### config.mk
export PLATFORM = sky130hd
export DESIGN_NAME = uart_fe
export DESIGN_NICKNAME = d
export VERILOG_FILES = /design/src/rtl/uart_fe_pkg.sv /design/src/rtl/uart_rx_queue.sv /design/src/rtl/uart_irq_ctrl.sv /design/src/rtl/uart_fe.sv
export SDC_FILE = /design/constraint.sdc
export NUM_CORES = 1
export LEC_CHECK = 0
export ABC_AREA = 1
export BUFFER_PORTS_ARGS = -buffer_cell sky130_fd_sc_hd__clkbuf_2
export CORE_MARGIN = 5
export CORE_UTILIZATION = 50
export DETAILED_ROUTE_END_ITERATION = 8
export GPL_ROUTABILITY_DRIVEN = 0
export PLACE_DENSITY_LB_ADDON = 0.12
export SKIP_CTS_REPAIR_TIMING = 1
export SYNTH_ARGS = -nofsm -noshare
export SYNTH_HDL_FRONTEND = slang
export SYNTH_SLANG_ARGS = --single-unit
### constraint.sdc
create_clock -name clk -period 5.45 [get_ports clk]
set_input_delay 0 -clock clk [delete_from_list [all_inputs] [get_ports clk]]
set_output_delay 0 -clock clk [all_outputs]
set_load 0.03 [all_outputs]
### src/rtl/uart_fe_pkg.sv
package uart_fe_pkg;
  localparam int OFS_DATA  = 0;
  localparam int OFS_FLAGS = 6;
  localparam int OFS_IDIV  = 9;
  localparam int OFS_FDIV  = 10;
  localparam int OFS_LINE  = 11;
  localparam int OFS_CTRL  = 12;
  localparam int OFS_LEVEL = 13;
  localparam int OFS_MASK  = 14;
  localparam int OFS_RAW   = 15;
  localparam int OFS_MIS   = 16;
  localparam int OFS_ICLR  = 17;

  localparam int RX_EVT_BIT = 4;
  localparam int TX_EVT_BIT = 5;
  localparam int LINE_QUEUE_ON = 4;

  // receive threshold derived from the level register and the queue mode
  function automatic logic [4:0] rx_threshold(input logic queue_on, input logic [5:0] level);
    return queue_on ? {level[5:3], 2'b00} : 5'd1;
  endfunction

  // fixed identification bytes, index 0 at the lowest of the top eight words
  function automatic logic [7:0] ident_byte(input logic [2:0] idx);
    case (idx)
      3'd0: return 8'h11;
      3'd1: return 8'h10;
      3'd2: return 8'h14;
      3'd3: return 8'h00;
      3'd4: return 8'h0D;
      3'd5: return 8'hF0;
      3'd6: return 8'h05;
      default: return 8'hB1;
    endcase
  endfunction
endpackage

### src/rtl/uart_rx_queue.sv
module uart_rx_queue #(
  parameter int DEPTH = 16,
  parameter int DW    = 8,
  localparam int AW   = $clog2(DEPTH),
  localparam int CW   = AW + 1
) (
  input  logic          clk,
  input  logic          rst_n,
  input  logic          push,
  input  logic [DW-1:0] push_data,
  input  logic          pop,
  output logic [DW-1:0] head,
  output logic [CW-1:0] fill,
  output logic [CW-1:0] fill_next
);
  logic [DW-1:0] slots [DEPTH];
  logic [AW-1:0] rd_pos;
  logic [AW-1:0] wr_slot;
  logic          pop_take;

  assign pop_take  = pop && (fill != '0);
  assign wr_slot   = rd_pos + fill[AW-1:0];
  assign fill_next = fill + CW'(push) - CW'(pop_take);
  assign head      = slots[rd_pos];

  for (genvar i = 0; i < DEPTH; i++) begin : g_slot
    always_ff @(posedge clk) begin
      if (push && (wr_slot == AW'(i))) slots[i] <= push_data;
    end
  end

  always_ff @(posedge clk or negedge rst_n) begin
    if (!rst_n) begin
      rd_pos <= '0;
      fill   <= '0;
    end else begin
      fill <= fill_next;
      if (pop_take) rd_pos <= rd_pos + AW'(1);
    end
  end


  cnt_bound_chk: assert property (@(posedge clk) disable iff (!rst_n)
    fill <= CW'(DEPTH));

  cnt_step_chk: assert property (@(posedge clk) disable iff (!rst_n)
    (push && !pop) |=> (fill == $past(fill) + CW'(1)));

  empty_pop_chk: assert property (@(posedge clk) disable iff (!rst_n)
    (pop && !push && fill == '0) |=> (fill == '0));
endmodule

### src/rtl/uart_irq_ctrl.sv
module uart_irq_ctrl
  import uart_fe_pkg::*;
#(
  parameter int WORD_W = 32
) (
  input  logic              clk,
  input  logic              rst_n,
  input  logic              rx_set,
  input  logic              rx_drop,
  input  logic              tx_set,
  input  logic              clr_wr,
  input  logic              mask_wr,
  input  logic [WORD_W-1:0] wval,
  output logic [WORD_W-1:0] raw,
  output logic [WORD_W-1:0] mask,
  output logic              irq
);
  logic raw_rx, raw_tx;
  logic clr_rx, clr_tx;

  assign clr_rx = clr_wr && wval[RX_EVT_BIT];
  assign clr_tx = clr_wr && wval[TX_EVT_BIT];

  always_ff @(posedge clk or negedge rst_n) begin
    if (!rst_n) begin
      raw_rx <= 1'b0;
      raw_tx <= 1'b0;
      mask   <= '0;
    end else begin
      raw_rx <= rx_set || (raw_rx && !clr_rx && !rx_drop);
      raw_tx <= tx_set || (raw_tx && !clr_tx);
      if (mask_wr) mask <= wval;
    end
  end

  always_comb begin
    raw = '0;
    raw[RX_EVT_BIT] = raw_rx;
    raw[TX_EVT_BIT] = raw_tx;
  end

  assign irq = |(raw & mask);


  tx_raise_chk: assert property (@(posedge clk) disable iff (!rst_n)
    tx_set |=> raw_tx);

  raw_clear_chk: assert property (@(posedge clk) disable iff (!rst_n)
    (clr_tx && !tx_set) |=> !raw_tx);

  set_wins_chk: assert property (@(posedge clk) disable iff (!rst_n)
    (rx_set && clr_rx) |=> raw_rx);
endmodule

### src/rtl/uart_fe.sv
module uart_fe
  import uart_fe_pkg::*;
#(
  parameter int DEPTH  = 16,
  parameter int AW_BUS = 10,
  parameter int WORD_W = 32,
  localparam int CW    = $clog2(DEPTH) + 1
) (
  input  logic              clk,
  input  logic              rst_n,
  input  logic              bus_wr,
  input  logic              bus_rd,
  input  logic [AW_BUS-1:0] bus_addr,
  input  logic [WORD_W-1:0] bus_wdata,
  output logic [WORD_W-1:0] bus_rdata,
  input  logic              rx_valid,
  input  logic [7:0]        rx_data,
  output logic              rx_ready,
  output logic              tx_valid,
  output logic [7:0]        tx_data,
  output logic              irq
);
  logic [15:0] idiv_r;
  logic [5:0]  fdiv_r;
  logic [7:0]  line_r;
  logic [15:0] ctrl_r;
  logic [5:0]  level_r;

  logic          queue_on;
  logic [CW-1:0] cap, thresh, fill, fill_next;
  logic [7:0]    head;
  logic          push, data_rd, id_hit;
  logic          rx_set, rx_drop;
  logic [WORD_W-1:0] raw, mask, flags;

  assign queue_on = line_r[LINE_QUEUE_ON];
  assign cap      = queue_on ? CW'(DEPTH) : CW'(1);
  assign thresh   = CW'(rx_threshold(queue_on, level_r));
  assign rx_ready = fill < cap;
  assign push     = rx_valid && rx_ready;
  assign data_rd  = bus_rd && !bus_wr && (bus_addr == AW_BUS'(OFS_DATA));
  assign id_hit   = &bus_addr[AW_BUS-1:3];

  // named events for the interrupt block
  assign rx_set  = push && (fill_next == thresh);
  assign rx_drop = data_rd && (fill_next == thresh - CW'(1));

  assign tx_valid = bus_wr && (bus_addr == AW_BUS'(OFS_DATA));
  assign tx_data  = bus_wdata[7:0];

  uart_rx_queue #(.DEPTH(DEPTH), .DW(8)) i_queue (
    .clk(clk), .rst_n(rst_n),
    .push(push), .push_data(rx_data), .pop(data_rd),
    .head(head), .fill(fill), .fill_next(fill_next)
  );

  uart_irq_ctrl #(.WORD_W(WORD_W)) i_irq (
    .clk(clk), .rst_n(rst_n),
    .rx_set(rx_set), .rx_drop(rx_drop), .tx_set(tx_valid),
    .clr_wr(bus_wr && (bus_addr == AW_BUS'(OFS_ICLR))),
    .mask_wr(bus_wr && (bus_addr == AW_BUS'(OFS_MASK))),
    .wval(bus_wdata), .raw(raw), .mask(mask), .irq(irq)
  );

  always_ff @(posedge clk or negedge rst_n) begin
    if (!rst_n) begin
      idiv_r  <= '0;
      fdiv_r  <= '0;
      line_r  <= '0;
      ctrl_r  <= '0;
      level_r <= '0;
    end else if (bus_wr) begin
      case (bus_addr)
        AW_BUS'(OFS_IDIV):  idiv_r  <= bus_wdata[15:0];
        AW_BUS'(OFS_FDIV):  fdiv_r  <= bus_wdata[5:0];
        AW_BUS'(OFS_LINE):  line_r  <= bus_wdata[7:0];
        AW_BUS'(OFS_CTRL):  ctrl_r  <= bus_wdata[15:0];
        AW_BUS'(OFS_LEVEL): level_r <= bus_wdata[5:0];
        default: ;
      endcase
    end
  end

  always_comb begin
    flags = '0;
    flags[7] = 1'b1;
    flags[6] = fill >= cap;
    flags[5] = 1'b0;
    flags[4] = fill == '0;
  end

  always_comb begin
    bus_rdata = '0;
    if (id_hit) begin
      bus_rdata = WORD_W'(ident_byte(bus_addr[2:0]));
    end else begin
      case (bus_addr)
        AW_BUS'(OFS_DATA):  bus_rdata = (fill == '0) ? '0 : WORD_W'(head);
        AW_BUS'(OFS_FLAGS): bus_rdata = flags;
        AW_BUS'(OFS_IDIV):  bus_rdata = WORD_W'(idiv_r);
        AW_BUS'(OFS_FDIV):  bus_rdata = WORD_W'(fdiv_r);
        AW_BUS'(OFS_LINE):  bus_rdata = WORD_W'(line_r);
        AW_BUS'(OFS_CTRL):  bus_rdata = WORD_W'(ctrl_r);
        AW_BUS'(OFS_LEVEL): bus_rdata = WORD_W'(level_r);
        AW_BUS'(OFS_MASK):  bus_rdata = mask;
        AW_BUS'(OFS_RAW):   bus_rdata = raw;
        AW_BUS'(OFS_MIS):   bus_rdata = raw & mask;
        default:            bus_rdata = '0;
      endcase
    end
  end


  single_slot_chk: assert property (@(posedge clk) disable iff (!rst_n)
    (!queue_on && fill != '0) |-> !rx_ready);

  rx_drop_chk: assert property (@(posedge clk) disable iff (!rst_n)
    rx_drop |=> !raw[RX_EVT_BIT]);
endmodule

; ---- Word-level counts from Yosys, hierarchy flattened
; Memories as Yosys holds them, arrays and structs flattened.
; Cells that the tools add are included.
[totals]
ff_bits = 95
mem_bits_rw = 128
input_bits = 55
output_inout_bits = 43
wordCells = 198
mem_count = 1
[op_classes]
addsub = 5
magnitude_cmp = 2
n_eq_ne = 33
mux = 83
bitwise = 1
n_reduce_logical = 63
[mem_list]
columns = memory, depth, width, rd, rd_ports_with_merged_regs, wr, line
row1 = i_queue.slots, 16, 8, 1, 0, 1, uart_rx_queue.sv:16  ; logic [DW-1:0] slots [DEPTH];
[op_table]
columns = operator, count
row1 = 32-bit one-hot mux with 10 select lines, 1
row2 = 8-bit 2-to-1 mux, 16
row3 = 8-bit OR reduction, 15
row4 = 10-bit by 4-bit == test with 1-bit output (second input constant), 7
row5 = 4-bit 2-to-1 mux, 15
row6 = 8-bit one-hot mux with 7 select lines, 1
row7 = 1-bit 2-to-1 mux, 47
row8 = 6-bit by 32-bit AND with 32-bit output, 1
row9 = 4-bit == test (second input constant), 8
row10 = 32-bit 2-to-1 mux, 1
row11 = 32-bit OR reduction, 1
row12 = 1-bit logical AND, 30
row13 = 10-bit by 5-bit == test with 1-bit output (second input constant), 2
row14 = 4-bit by 3-bit == test with 1-bit output (second input constant), 4
row15 = 10-bit by 3-bit == test with 1-bit output (second input constant), 1
row16 = 5-bit == test, 2
row17 = 10-bit zero test, 1
row18 = 5-bit 2-to-1 mux, 2
row19 = 2-bit AND reduction, 5
row20 = 3-bit == test (second input constant), 3
row21 = 4-bit by 2-bit == test with 1-bit output (second input constant), 2
row22 = 7-bit AND reduction, 1
row23 = 3-bit by 2-bit == test with 1-bit output (second input constant), 2
row24 = 5-bit by 1-bit adder with 5-bit output, 1
row25 = 14 further kinds, 18

; ---- Longest topological paths before layout
[depth]
word_depth = 22
ltp_mapped = 22
depth_no_buf = 21

; ---- By module
; A second synthesis with hierarchy kept.
[unflattened]
hier_cells = 1357
hier_area_um2 = 11676.2
[modules_own_cells]
columns = module, instances, cells_per_inst, area_per_inst_um2, seq_area_each_um2
row1 = uart_rx_queue, 1, 608, 6206.0, 4068.9
row2 = uart_fe, 1, 567, 3736.1, 1301.2
row3 = uart_irq_ctrl, 1, 182, 1734.2, 850.8

; ---- Least setup slack after synthesis
; No wires, ideal clock.
[synth_timing]
path_type = flip-flop to flip-flop
from = register line_r[4]
to = register i_irq.raw_rx
setup_time_ps = 117
arrival_ps = 3319
required_time_ps = 5333
path_slack_ps = 2015
path_stages_with_launch = 17
path_buffers = 1
period_less_slack_ps = 3435
path_cell_list = dfrtp_1 > buf_2 > inv_1 > ha_1 > a21oi_1 > nand2_1 > ha_1 > inv_1 > ha_1 > fa_1 > or2_2 > and2_1 > xnor2_1 > nor2_1 > nand2_1 > nand2_1 > nand2_1
[synth_between]
elab_chain_len = 10
elab_cells_between_ends = 14
cone_classes = 3 x add/sub / 1 x order compare / 2 x eq/ne / 2 x mux / 6 x reduce/logical
[synth_rtl]
columns = element, line
row1 = start: declaration, uart_fe.sv:25  ; logic [7:0] line_r;
row2 = start signal: assignment, uart_fe.sv:76  ; AW_BUS'(OFS_LINE): line_r <= bus_wdata[7:0];
row3 = 5-bit 2-to-1 mux *, uart_fe.sv:37  ; assign cap = queue_on ? CW'(DEPTH) : CW'(1);
row4 = 5-bit less-than comparator *, uart_fe.sv:39  ; assign rx_ready = fill < cap;
row5 = via rx_ready, uart_fe.sv:18  ; output logic rx_ready,
row6 = 1-bit logical AND *, uart_fe.sv:40  ; assign push = rx_valid && rx_ready;
row7 = 5-bit by 1-bit adder with 5-bit output, uart_rx_queue.sv:23  ; assign fill_next = fill + CW'(push) - CW'(pop_take);
row8 = 5-bit by 1-bit subtractor with 5-bit output, uart_rx_queue.sv:23
row9 = 5-bit == test, uart_fe.sv:46  ; assign rx_drop = data_rd && (fill_next == thresh - CW'(1));
row10 = 1-bit logical AND, uart_fe.sv:46
row11 = 1-bit zero test, uart_irq_ctrl.sv:30  ; raw_rx <= rx_set || (raw_rx && !clr_rx && !rx_drop);
row12 = 1-bit logical AND, uart_irq_ctrl.sv:30
row13 = 1-bit logical OR *, uart_irq_ctrl.sv:30
row14 = end signal: assignment, uart_irq_ctrl.sv:30
row15 = end: declaration, uart_irq_ctrl.sv:18  ; logic raw_rx, raw_tx;
; Mark *: on every way through the listed nets, which the timed path passes. The rest lies on a longest branch.
; A chain may end at the register's enable or synchronous reset.

; ---- Final worst setup path
[layout_timing]
from = register i_queue.rd_pos[0]
to = output port bus_rdata[6]
[layout_between]
elab_chain_len = 4
[layout_rtl]
columns = element, line
row1 = start: declaration, uart_rx_queue.sv:17  ; logic [AW-1:0] rd_pos;
row2 = start signal: assignment, uart_rx_queue.sv:38  ; if (pop_take) rd_pos <= rd_pos + AW'(1);
row3 = memory 16 x 8 bit, n/a
row4 = 8-bit 2-to-1 mux, uart_fe.sv:98  ; AW_BUS'(OFS_DATA): bus_rdata = (fill == '0) ? '0 : WORD_W'(head);
row5 = 32-bit one-hot mux with 10 select lines, uart_fe.sv:97  ; case (bus_addr)
row6 = 32-bit 2-to-1 mux, uart_fe.sv:94  ; if (id_hit) begin
row7 = end: declaration, uart_fe.sv:15  ; output logic [WORD_W-1:0] bus_rdata,
; Every way passes these cells.

==> qor.txt <==
outcome: finished, violations left
failing checks: negative hold slack
compound-gate portion of the synthesized area: 0.109
share of post-route cells with drive strength above 1: 0.189
CP Cell Sequence: buf_4 > inv_1 > buf_4 > nor2_1 > nor2_1 > o21ai_0 > nand3_1 > nand3_1 > nand2_1 > nand2_1 > nand3_1 > clkbuf_2
Layout Area Growth over Synthesis: 16.4%
Leak: 0.00537 uW
fill count: 1832
vias per cell: 5.26
Ant. Diodes: 0
final instance area: 12400 um2
power per cell area: 344 nW/um2
Max VDD drop: 0.210 mV
Clock Tree Buf Depth: 3
setup_tns: 0 ns
Net Count, Synth: 1154
Initial Utilization: 0.507
detailed-route DRC error count: 0
main combinational cell family by area after synthesis: simple AND/OR/NAND/NOR gates
Max Cap Violations: 0
synth unique cells: 37
Initial DRC Count: 596
Pre-antenna DRT Iters: 5
synthesized area: 10600 um2
Synth Register Bits: 223
CP required: 5.45 ns
global-route wire length before repair: 40600 um
largest net degree at the start of global routing: 79
Chip Height: 156 um
slowest library cell on the worst path: buf_4
period utilization: 0.626
Boundary Pins: 98
Max stage delay on crit path: 0.58 ns
# rows: 53
Syn Area/Cell: 9.81 um2
CORE AREA: 21000 um2
crit-path max FO: 73
skew final: 0.0212 ns
CTS tree: yes
fin. max-slew vios: 0
WP data arrival: 3.41 ns
antenna violations before repair: 0
Max Fclk: 293 MHz
Hold WC Path Type: in -> reg
Max-slew headroom: 0.326
Final Setup Violations: 0
vias in the first global route: 7513
Worst-Margin Slew: 1.01 ns
worst skew pair latency: 0.53 ns
H-tree Lvls: 1
clk slew on worst S/H paths: 0.05 ns
Synth Area in Adders: 0.0203
total power: 4250 uW
final core occ: 0.590
Synth Area in XOR/XNOR: 0.00742
WS Path Type: reg -> out
final-stage net count: 1271
final hold violations: 1
crit start category: flip-flop
simple-gate share of the synthesized area: 0.213
total track usage: 0.212
Crit path top cell by count: nand3_1
Vias: 7831
Num CTS Buffers: 24
Worst setup EP type: primary output
Synth Instances: 1083
CTS sink count: 223
Detailed Place HPWL: 16800 um
clock period minus final worst setup slack: 3.41 ns
dpl cell area: 11100 um2
Clock Tree Root: clkbuf_16
Routed WL: 26100 um
total gr overflow: 0
Seq/Total Area, Yosys: 0.586
die area: 24300 um2
antenna viol nets, final: 0
Yosys warnings: 0
mux share of post-synthesis cell area: 0
RSZ-0062 raised after global routing: no
Hold WS: -0.0216 ns
DR WL/cell: 17.5 um
Die W: 156 um
I/O Buffers: 97
-- registers in the layout, summed over array words and instances (netlist names) --
register        cells
ctrl_r             16
fdiv_r              6
i_irq.mask         32
i_irq.raw_rx        1
i_irq.raw_tx        1
i_queue.fill        5
i_queue.rd_pos      4
i_queue.slots     128
idiv_r             16
level_r             6
line_r              8
-- worst paths after layout --
path	from	to	slack [ns]	cells after the start
worst max-delay path	i_queue.rd_pos[0]	bus_rdata[6]	2.04	12
worst min register to register	i_irq.mask[12]	i_irq.mask[12]	0.48	2
worst min-delay path	bus_addr[9]	i_irq.raw_tx	-0.02	5
worst max register to register	line_r[4]	i_irq.raw_rx	2.21	15
max in group asynchronous	rst_n	i_queue.rd_pos[0]	4.20	3
min in group asynchronous	rst_n	i_irq.mask[3]	0.31	3
-- layout make-up --
class | instances | area, um2 | share of cell area
Sequential cell | 223 | 6220 | 0.503
Multi-Input combinational cell | 717 | 3710 | 0.301
Timing Repair Buffer | 145 | 956 | 0.0773
Clock buffer | 34 | 698 | 0.0565
Tap cell | 275 | 344 | 0.0278
Inverter | 89 | 334 | 0.0270
Clock inverter | 6 | 91.3 | 0.00739
-- kinds of logic (layout without fill, tap and decap cells) --
group	count (synthesis)	count (layout)
adders and majority gates	16	16
xor gates and xnor gates	9	9
buffers and inverters	143	274
and+or+nand+nor	512	512
AOI/OAI and AO/OA	180	180
DFF	223	223
-- Yosys cell counts, drive strengths merged --
cell type | instances | area [um2]
nand4 | 13 | 81.3
dfrtp | 95 | 2380
clkbuf | 18 | 67.6
nor3 | 3 | 20.0
o211ai | 23 | 173
o21ai | 130 | 782
inv | 88 | 330
edfxtp | 128 | 3840
clkinv | 1 | 3.75
nand2 | 217 | 872
fa | 2 | 40.0
ha | 14 | 175
or2 | 4 | 25.0
a21oi | 25 | 185
nor2 | 175 | 731
a21o | 1 | 7.51
nor4 | 3 | 48.8
xor2 | 4 | 35.0
a22o | 1 | 8.76
and2 | 1 | 6.26
xnor2 | 5 | 43.8
nand3 | 96 | 480
buf | 36 | 284
-- worst max-delay path, delay by kind of cell (launching register included) --
family	cells	cell delay, ns
buf+inv	4	1.54
simple gates	7	0.84
flops	1	0.35
compound gates	1	0.10
-- cell usage in the layout, fill, tap and decap left out, types with 6 or more instances in the layout --
master,count
nand4_1,13
nor2_1,157
nand2_2,8
o21ai_0,76
o211ai_1,23
edfxtp_1,128
dlygate4sd3_1,43
dfrtp_1,94
nor2_2,14
nand2_1,204
o21ai_1,19
o21ai_2,35
clkbuf_2,96
a21oi_2,16
ha_1,14
inv_1,86
buf_4,6
a21oi_1,9
clkbuf_16,24
clkbuf_8,6
nand3_1,96
-- power breakdown --
group / internal (uW) / switching, uW / total, uW / leakage [uW]
sequential: 1880 / 41.3 / 1930 / 0.00237
combinational: 229 / 473 / 702 / 0.00261
clock: 980 / 639 / 1620 / 0.000391
total: 3090 / 1150 / 4250 / 0.00537
-- routing by layer --
layer,part of all wire,GRT usage
met5,0,0
met2,0.50,0.356
met1,0.42,0.286
met3,0.044,0.0261
met4,0.033,0.0742
-- stage by stage --
step | setup slack [ns] | std cells
after floorplan | 2.01 | 1083
after global placement | 2.36 | 1406
after detailed placement | 2.26 | 1406
after CTS | 2.04 | 1446
after global routing | 1.73 | 1489
final | 2.04 | 1489
Note: power is estimated with default switching activity, not from simulation.
